## src/rtl/mpg_pkg.sv

```systemverilog
package mpg_pkg;
  typedef enum logic {
    MODE_ANTI = 1'b0,
    MODE_SM   = 1'b1
  } drive_mode_e;

  // Bit positions of the control lines; lower index wins when edges compete.
  localparam int LINE_DIR = 0;
  localparam int LINE_BRK = 1;
  localparam int LINE_PWM = 2;
  localparam int NLINES   = 3;
endpackage

```

## src/rtl/mpg_frame.sv

```systemverilog
module mpg_frame
  import mpg_pkg::*;
#(
  parameter int CNT_W = 8,
  parameter int CMD_W = 8
) (
  input  logic                    clk,
  input  logic                    rst_n,
  input  logic                    mode_i,
  input  logic signed [CMD_W-1:0] cmd_i,
  input  logic                    brake_i,
  input  logic [CNT_W-1:0]        period_i,
  output logic [CNT_W-1:0]        cnt_o,
  output logic [CNT_W-1:0]        per_o,
  output logic signed [CMD_W-1:0] cmd_o,
  output drive_mode_e             mode_o,
  output logic                    brk_o,
  output logic                    wrap_o
);
  localparam logic [CNT_W-1:0] CNT_ONE = CNT_W'(1);

  logic [CNT_W-1:0]        cnt_q, cnt_d, per_q, per_d;
  logic signed [CMD_W-1:0] cmd_q, cmd_d;
  drive_mode_e             mode_q, mode_d;
  logic                    brk_q, brk_d;
  logic                    wrap;

  assign wrap = (cnt_q == per_q);

  // Next state: snapshot only at the frame boundary.
  always_comb begin
    cnt_d  = cnt_q + CNT_ONE;
    per_d  = per_q;
    cmd_d  = cmd_q;
    mode_d = mode_q;
    brk_d  = brk_q;
    if (wrap) begin
      cnt_d  = '0;
      per_d  = period_i;
      cmd_d  = cmd_i;
      mode_d = drive_mode_e'(mode_i);
      brk_d  = brake_i;
    end
  end

  always_ff @(posedge clk or negedge rst_n) begin
    if (!rst_n) begin
      cnt_q  <= '0;
      per_q  <= '0;
      cmd_q  <= '0;
      mode_q <= MODE_ANTI;
      brk_q  <= 1'b0;
    end else begin
      cnt_q  <= cnt_d;
      per_q  <= per_d;
      cmd_q  <= cmd_d;
      mode_q <= mode_d;
      brk_q  <= brk_d;
    end
  end

  assign cnt_o  = cnt_q;
  assign per_o  = per_q;
  assign cmd_o  = cmd_q;
  assign mode_o = mode_q;
  assign brk_o  = brk_q;
  assign wrap_o = wrap;
endmodule

```

## src/rtl/mpg_duty.sv

```systemverilog
module mpg_duty
  import mpg_pkg::*;
#(
  parameter int CNT_W = 8,
  parameter int CMD_W = 8
) (
  input  logic [CNT_W-1:0]        cnt_i,
  input  logic [CNT_W-1:0]        per_i,
  input  logic signed [CMD_W-1:0] cmd_i,
  input  drive_mode_e             mode_i,
  input  logic                    brk_i,
  input  logic                    dir_hold_i,
  output logic [NLINES-1:0]       tgt_o
);
  // Wide enough for frame length, command and their sum without overflow.
  localparam int SW = ((CNT_W > CMD_W) ? CNT_W : CMD_W) + 3;
  localparam logic signed [SW-1:0] ONE  = 1;
  localparam logic signed [SW-1:0] ZERO = 0;

  logic signed [SW-1:0] len_s, pos_s, cmd_s, ap_raw, ap_h, mag_raw, sm_h;
  logic                 ap_on, sm_on;

  assign len_s = $signed({{(SW-CNT_W){1'b0}}, per_i}) + ONE;
  assign pos_s = $signed({{(SW-CNT_W){1'b0}}, cnt_i});
  assign cmd_s = $signed({{(SW-CMD_W){cmd_i[CMD_W-1]}}, cmd_i});

  // Anti-phase: centre on half the frame, offset by the command, clamp.
  always_comb begin
    ap_raw = (len_s >>> 1) + cmd_s;
    if (ap_raw < ZERO)       ap_h = ZERO;
    else if (ap_raw > len_s) ap_h = len_s;
    else                     ap_h = ap_raw;
  end

  // Sign/magnitude: magnitude of the command, clamped to a full frame.
  always_comb begin
    mag_raw = (cmd_s < ZERO) ? -cmd_s : cmd_s;
    sm_h    = (mag_raw > len_s) ? len_s : mag_raw;
  end

  assign ap_on = (pos_s < ap_h);
  assign sm_on = (pos_s < sm_h);

  always_comb begin
    tgt_o = '0;
    if (brk_i) begin
      tgt_o[LINE_PWM] = 1'b1;
      tgt_o[LINE_BRK] = 1'b1;
      tgt_o[LINE_DIR] = dir_hold_i;
    end else if (mode_i == MODE_SM) begin
      tgt_o[LINE_PWM] = sm_on;
      tgt_o[LINE_DIR] = ~cmd_i[CMD_W-1];
    end else begin
      tgt_o[LINE_PWM] = 1'b1;
      tgt_o[LINE_DIR] = ap_on;
    end
  end
endmodule

```

## src/rtl/mpg_spacer.sv

```systemverilog
module mpg_spacer #(
  parameter int NL      = 3,
  parameter int MIN_GAP = 4
) (
  input  logic          clk,
  input  logic          rst_n,
  input  logic [NL-1:0] tgt_i,
  output logic [NL-1:0] out_o
);
  localparam int              GAP_W   = (MIN_GAP > 1) ? $clog2(MIN_GAP) : 1;
  localparam logic [GAP_W-1:0] GAP_TOP = GAP_W'(MIN_GAP - 1);
  localparam logic [GAP_W-1:0] GAP_ONE = GAP_W'(1);

  logic [NL-1:0]    out_q, out_d, diff, pick;
  logic [GAP_W-1:0] gap_q, gap_d;
  logic             ready, upd;
  logic [NL:0]      seen;

  assign diff  = tgt_i ^ out_q;
  assign ready = (gap_q >= GAP_TOP);
  assign upd   = ready && (|diff);

  // Lowest-index differing line wins the slot.
  assign seen[0] = 1'b0;
  for (genvar i = 0; i < NL; i++) begin : g_pick
    assign pick[i]   = diff[i] & ~seen[i];
    assign seen[i+1] = seen[i] | diff[i];
  end

  always_comb begin
    out_d = out_q;
    gap_d = gap_q;
    if (upd) begin
      out_d = out_q ^ pick;
      gap_d = '0;
    end else if (!ready) begin
      gap_d = gap_q + GAP_ONE;
    end
  end

  always_ff @(posedge clk or negedge rst_n) begin
    if (!rst_n) begin
      out_q <= '0;
      gap_q <= GAP_TOP;
    end else begin
      out_q <= out_d;
      gap_q <= gap_d;
    end
  end

  assign out_o = out_q;
endmodule

```

## src/rtl/motor_pwm_gen.sv

```systemverilog
module motor_pwm_gen
  import mpg_pkg::*;
#(
  parameter int CNT_W   = 8,
  parameter int CMD_W   = 8,
  parameter int MIN_GAP = 4
) (
  input  logic                    clk,
  input  logic                    rst_n,
  input  logic                    mode_i,
  input  logic signed [CMD_W-1:0] cmd_i,
  input  logic                    brake_i,
  input  logic [CNT_W-1:0]        period_i,
  output logic                    pwm_o,
  output logic                    dir_o,
  output logic                    brake_o
);
  logic [CNT_W-1:0]        cnt_q, per_q;
  logic signed [CMD_W-1:0] cmd_q;
  drive_mode_e             mode_q;
  logic                    brk_q, wrap;
  logic [NLINES-1:0]       tgt, outs;

  mpg_frame #(.CNT_W(CNT_W), .CMD_W(CMD_W)) u_frame (
    .clk(clk), .rst_n(rst_n), .mode_i(mode_i), .cmd_i(cmd_i),
    .brake_i(brake_i), .period_i(period_i),
    .cnt_o(cnt_q), .per_o(per_q), .cmd_o(cmd_q), .mode_o(mode_q),
    .brk_o(brk_q), .wrap_o(wrap)
  );

  mpg_duty #(.CNT_W(CNT_W), .CMD_W(CMD_W)) u_duty (
    .cnt_i(cnt_q), .per_i(per_q), .cmd_i(cmd_q), .mode_i(mode_q),
    .brk_i(brk_q), .dir_hold_i(outs[LINE_DIR]), .tgt_o(tgt)
  );

  mpg_spacer #(.NL(NLINES), .MIN_GAP(MIN_GAP)) u_space (
    .clk(clk), .rst_n(rst_n), .tgt_i(tgt), .out_o(outs)
  );

  assign pwm_o   = outs[LINE_PWM];
  assign dir_o   = outs[LINE_DIR];
  assign brake_o = outs[LINE_BRK];
endmodule

```

## config.mk

```make
export PLATFORM = sky130hd
export DESIGN_NAME = motor_pwm_gen
export DESIGN_NICKNAME = d
export VERILOG_FILES = /design/src/rtl/mpg_pkg.sv /design/src/rtl/mpg_frame.sv /design/src/rtl/mpg_duty.sv /design/src/rtl/mpg_spacer.sv /design/src/rtl/motor_pwm_gen.sv
export SDC_FILE = /design/constraint.sdc
export NUM_CORES = 1
export LEC_CHECK = 0
export ABC_AREA = 1
export CAP_MARGIN = 40
export CORE_MARGIN = 10
export CORE_UTILIZATION = 25
export DETAILED_ROUTE_END_ITERATION = 16
export PLACE_DENSITY = 0.4
export SKIP_CTS_REPAIR_TIMING = 1
export SYNTH_ARGS = -nofsm -noshare
export SYNTH_HDL_FRONTEND = slang
export SYNTH_SLANG_ARGS = --single-unit
export TNS_END_PERCENT = 20
```

## constraint.sdc

```tcl
create_clock -name clk -period 8.8 [get_ports clk]
set_clock_uncertainty 0.15 [all_clocks]
set_input_delay 2.64 -clock clk [delete_from_list [all_inputs] [get_ports clk]]
set_output_delay 2.64 -clock clk [all_outputs]
set_load 0.02 [all_outputs]
```

==> impl_metrics.py <==
metrics = {
    "clock_tree": {
        "htree_num_levels": 2,
        "clkSinkCount": 31,
        "cts_tree": "built",
        "cts_root_buffer": "clkbuf_16",
        "clock_path_buffers": 2,
        "clk_latency_ps": 280,
        "numCtsBuffers": 5,
        "clk_pin_slew_worst_paths_ps": 50,
    },
    "cells_and_area": {
        "drive_above_1_share_pct": 7.23,
        "multi_input_area_um2": 2100,
        "antenna_cells": 0,
        "fin_nets": 536,
        "nFillCells": 1351,
        "area_delta_synth_final_pct": 19.7,
        "register_area_um2": 778,
        "final_util_pct": 30.8,
    },
    "route": {
        "ant_nets": 0,
        "wl_per_cell_um": 13.7,
        "drt_first_pass_iters": 4,
        "first_iter_violations": 126,
        "drt_wl_total_um": 8740,
        "drc": 0,
        "vias_per_cell": 4.42,
        "dr_total_vias": 2820,
    },
    "synth": {
        "synth_top_area_cell": "dfrtp_1",
        "synth_edf_count": 0,
        "yosys.area_share.simple_pct": 30.3,
        "synth_top_family_by_area": "simple AND/OR/NAND/NOR gates",
        "synth_ff_type": "dfrtp_1",
        "syn_inst": 441,
        "netlist.area_leader.share_pct": 23.3,
        "synth.distinct_cells": 38,
        "synthMuxAreaShare_pct": 0.321,
        "avgSynthCellArea_um2": 7.07,
        "synth_warnings": 0,
        "synth_xor_area_share_pct": 5.34,
        "ys_seq_area_share_pct": 25.0,
        "ys_ff_latch": 31,
        "synth-async-reset-ratio_pct": 100,
        "synthAdderAreaFrac_pct": 19.1,
        "yosys-top-cells-area": "dfrtp_1 (23%), ha_1 (18%), nand2_1 (15%), inv_1 (6.6%), o21ai_0 (4.8%)",
        "synth_compound_area_share_pct": 12.1,
        "syn_nets": 508,
        "synth_area_um2": 3120,
    },
    "power_and_ir_drop": {
        "ir_worst_vdd_mv": 0.0768,
        "power_frac_seq_pct": 40.9,
        "combPwrFrac_pct": 5.6,
        "p_int_uw": 273,
        "powerDensity_nw_per_um2": 93.5,
        "clkPwrFrac_pct": 53.6,
        "p_sw_share_pct": 21.7,
        "power_switching_uw": 75.6,
        "leakage_uw": 0.00195,
    },
    "placed_design": {
        "portBuffers": 22,
        "dp_hpwl_um": 7150,
        "place.gp.congestion": 0.830,
    },
    "sta": {
        "post-route-period-util_pct": 63.8,
        "fin_crit_ps": 5610,
        "fin_setup_tns_ps": 0,
        "worst_pin_slew_ps": 785,
        "clock.fmax_mhz": 178,
        "finalMaxSlewViolations": 0,
        "hold_viol": 0,
        "setup_violations": 0,
        "rsz0062_at_grt": "no",
        "slew_headroom_pct": 47.1,
    },
    "floorplanning": {
        "start_util_pct": 25.7,
        "die_w_um": 132,
        "num_io_pins": 23,
        "die-area_um2": 17300,
        "core_um2": 12100,
        "die_h_um": 132,
        "row_count": 40,
    },
    "setup_path": {
        "worst_setup_path_start_kind": "flop",
        "worst_setup_path_end_kind": "flop",
        "crit_slowest_cell": "o21ai_0",
        "slowest_delay_ps": 620,
        "cp.required_ps": 8860,
        "crit_top_cell": "nand2_1",
        "crit_fanout": 9,
        "crit_arrival_ps": 5670,
        "path_class": "reg -> reg",
    },
    "global_routing": {
        "grt_pass1_wl_um": 14500,
        "grt_pass1_vias": 2817,
        "antenna_found_initial": 0,
        "grt_use_total_pct": 10.2,
        "grt_max_degree": 33,
        "grt.overflow.total": 0,
    },
    "status": {
        "status": "completed",
    },
    "flow_run": {
        "drv_cap": 0,
    },
    "worst_hold_path": {
        "hold_class": "reg -> reg",
    },
}
worst paths after layout:
check / from / end / slack [ps] / depth (start not counted)
setup / recovery: u_frame.per_o[0] / u_space.gap_q[0] / 3190 / 35
hold / removal: u_space.gap_q[1] / u_space.gap_q[1] / 320 / 2
setup reg to reg: u_frame.per_o[0] / u_space.gap_q[0] / 3190 / 35
hold reg to reg: u_space.gap_q[1] / u_space.gap_q[1] / 320 / 2
max in group asynchronous: rst_n / u_space.gap_q[0] / 5560 / 2
min in group asynchronous: rst_n / async pin / 2610 / 2
stage by stage:
| stage | area (um^2) | total power [uW] | hold WS (ps) | worst slack (ps) | instances |
|---|---|---|---|---|---|
| floorplan | 3120 | 152 | 294 | 3840 | 441 |
| detailed placement | 3570 | 165 | 306 | 3160 | 630 |
| finish | 3730 | 349 | 321 | 3190 | 638 |
| global placement | 3540 | 165 | 310 | 3060 | 628 |
| CTS | 3730 | 356 | 319 | 3120 | 638 |
| global route | 3730 | 365 | 346 | 2520 | 638 |
sequential cells by signal, indices dropped and copies added (netlist names), named ones only:
| name | count |
|---|---|
| u_frame.cmd_o | 8 |
| u_frame.per_o | 8 |
| u_space.gap_q | 2 |
| u_frame.cnt_o | 8 |
| u_frame.mode_o | 1 |
| u_space.out_o | 1 |
| u_frame.brk_o | 1 |
layout make-up:
| type | instances | area share [%] |
|---|---|---|
| clock buffer | 7 | 4.09 |
| clock inverter | 1 | 0.201 |
| inverter | 59 | 5.93 |
| multi-input combinational | 346 | 56.1 |
| sequential | 31 | 20.8 |
| tap | 168 | 5.63 |
| timing repair buffer | 26 | 7.17 |
power groups by stage:
stage                     logic, uW  registers [uW]  clock network (uW)
after global routing           22.4             143                 200
after global placement         19.6             145                   0
final                          19.4             143                 187
after detailed placement       19.7             145                   0
after CTS                      19.8             143                 194
after floorplan                6.53             145                   0
cell families after synthesis:
kind of cell | Yosys count
fa+ha+maj | 47
other cells | 1
compound gates | 68
mux | 1
flops | 31
xor+xnor | 19
simple gates | 210
buf+inv | 64
worst max-delay path: cells and delay by family (launching register included):
| kind | cells | cell delay (ps) |
|---|---|---|
| xor gates and xnor gates | 1 | 210 |
| buffers and inverters | 5 | 560 |
| AOI/OAI and AO/OA | 7 | 1530 |
| DFF | 1 | 450 |
| and+or+nand+nor | 19 | 1750 |
| adders and majority gates | 3 | 900 |
metal layers:
layer  vias up  wire [um]  GRT usage (%)
met2        33       4150           16.9
met5         -          0              0
met1      1265       4230           13.3
met3         6        264           1.79
li1       1516          -              -
met4         0         89           2.78
placed cells by master (no fill, tap or decap), types with 2 or more instances in the layout:
cell type | netlist | layout
a21oi_1 | 21 | 21
nand3_2 | 4 | 4
inv_1 | 55 | 55
clkbuf_8 | 0 | 2
nor4_1 | 4 | 4
xnor2_1 | 2 | 2
nor3_1 | 4 | 4
nand3b_1 | 2 | 2
a31oi_1 | 6 | 6
nand2_2 | 6 | 6
nand4_1 | 11 | 11
dfrtp_1 | 29 | 29
ha_1 | 46 | 46
dfstp_2 | 2 | 2
clkdlybuf4s50_1 | 0 | 22
xor2_1 | 17 | 17
nor2_1 | 25 | 25
nand3_1 | 19 | 19
o211ai_1 | 3 | 3
or2_2 | 2 | 2
nand2_1 | 127 | 127
inv_2 | 2 | 2
buf_4 | 0 | 2
clkinv_1 | 2 | 2
nor3_2 | 2 | 2
clkbuf_16 | 0 | 5
o21ai_0 | 30 | 30
o21ai_1 | 3 | 3
cell usage after synthesis, types with 2 or more instances:
library cell	n
xor2_1	17
dfrtp_1	29
nand3_2	4
nand4_1	11
nand2_1	127
o21ai_1	3
or2_2	2
a21oi_1	21
o21ai_0	30
nor2_1	25
nor4_1	4
xnor2_1	2
a31oi_1	6
nor3_2	2
buf_2	3
ha_1	46
clkinv_1	2
nand3b_1	2
nor3_1	4
nand2_2	6
inv_1	55
nand3_1	19
inv_2	2
clkbuf_1	2
o211ai_1	3
dfstp_2	2
Note: power is estimated with default switching activity, not from simulation.
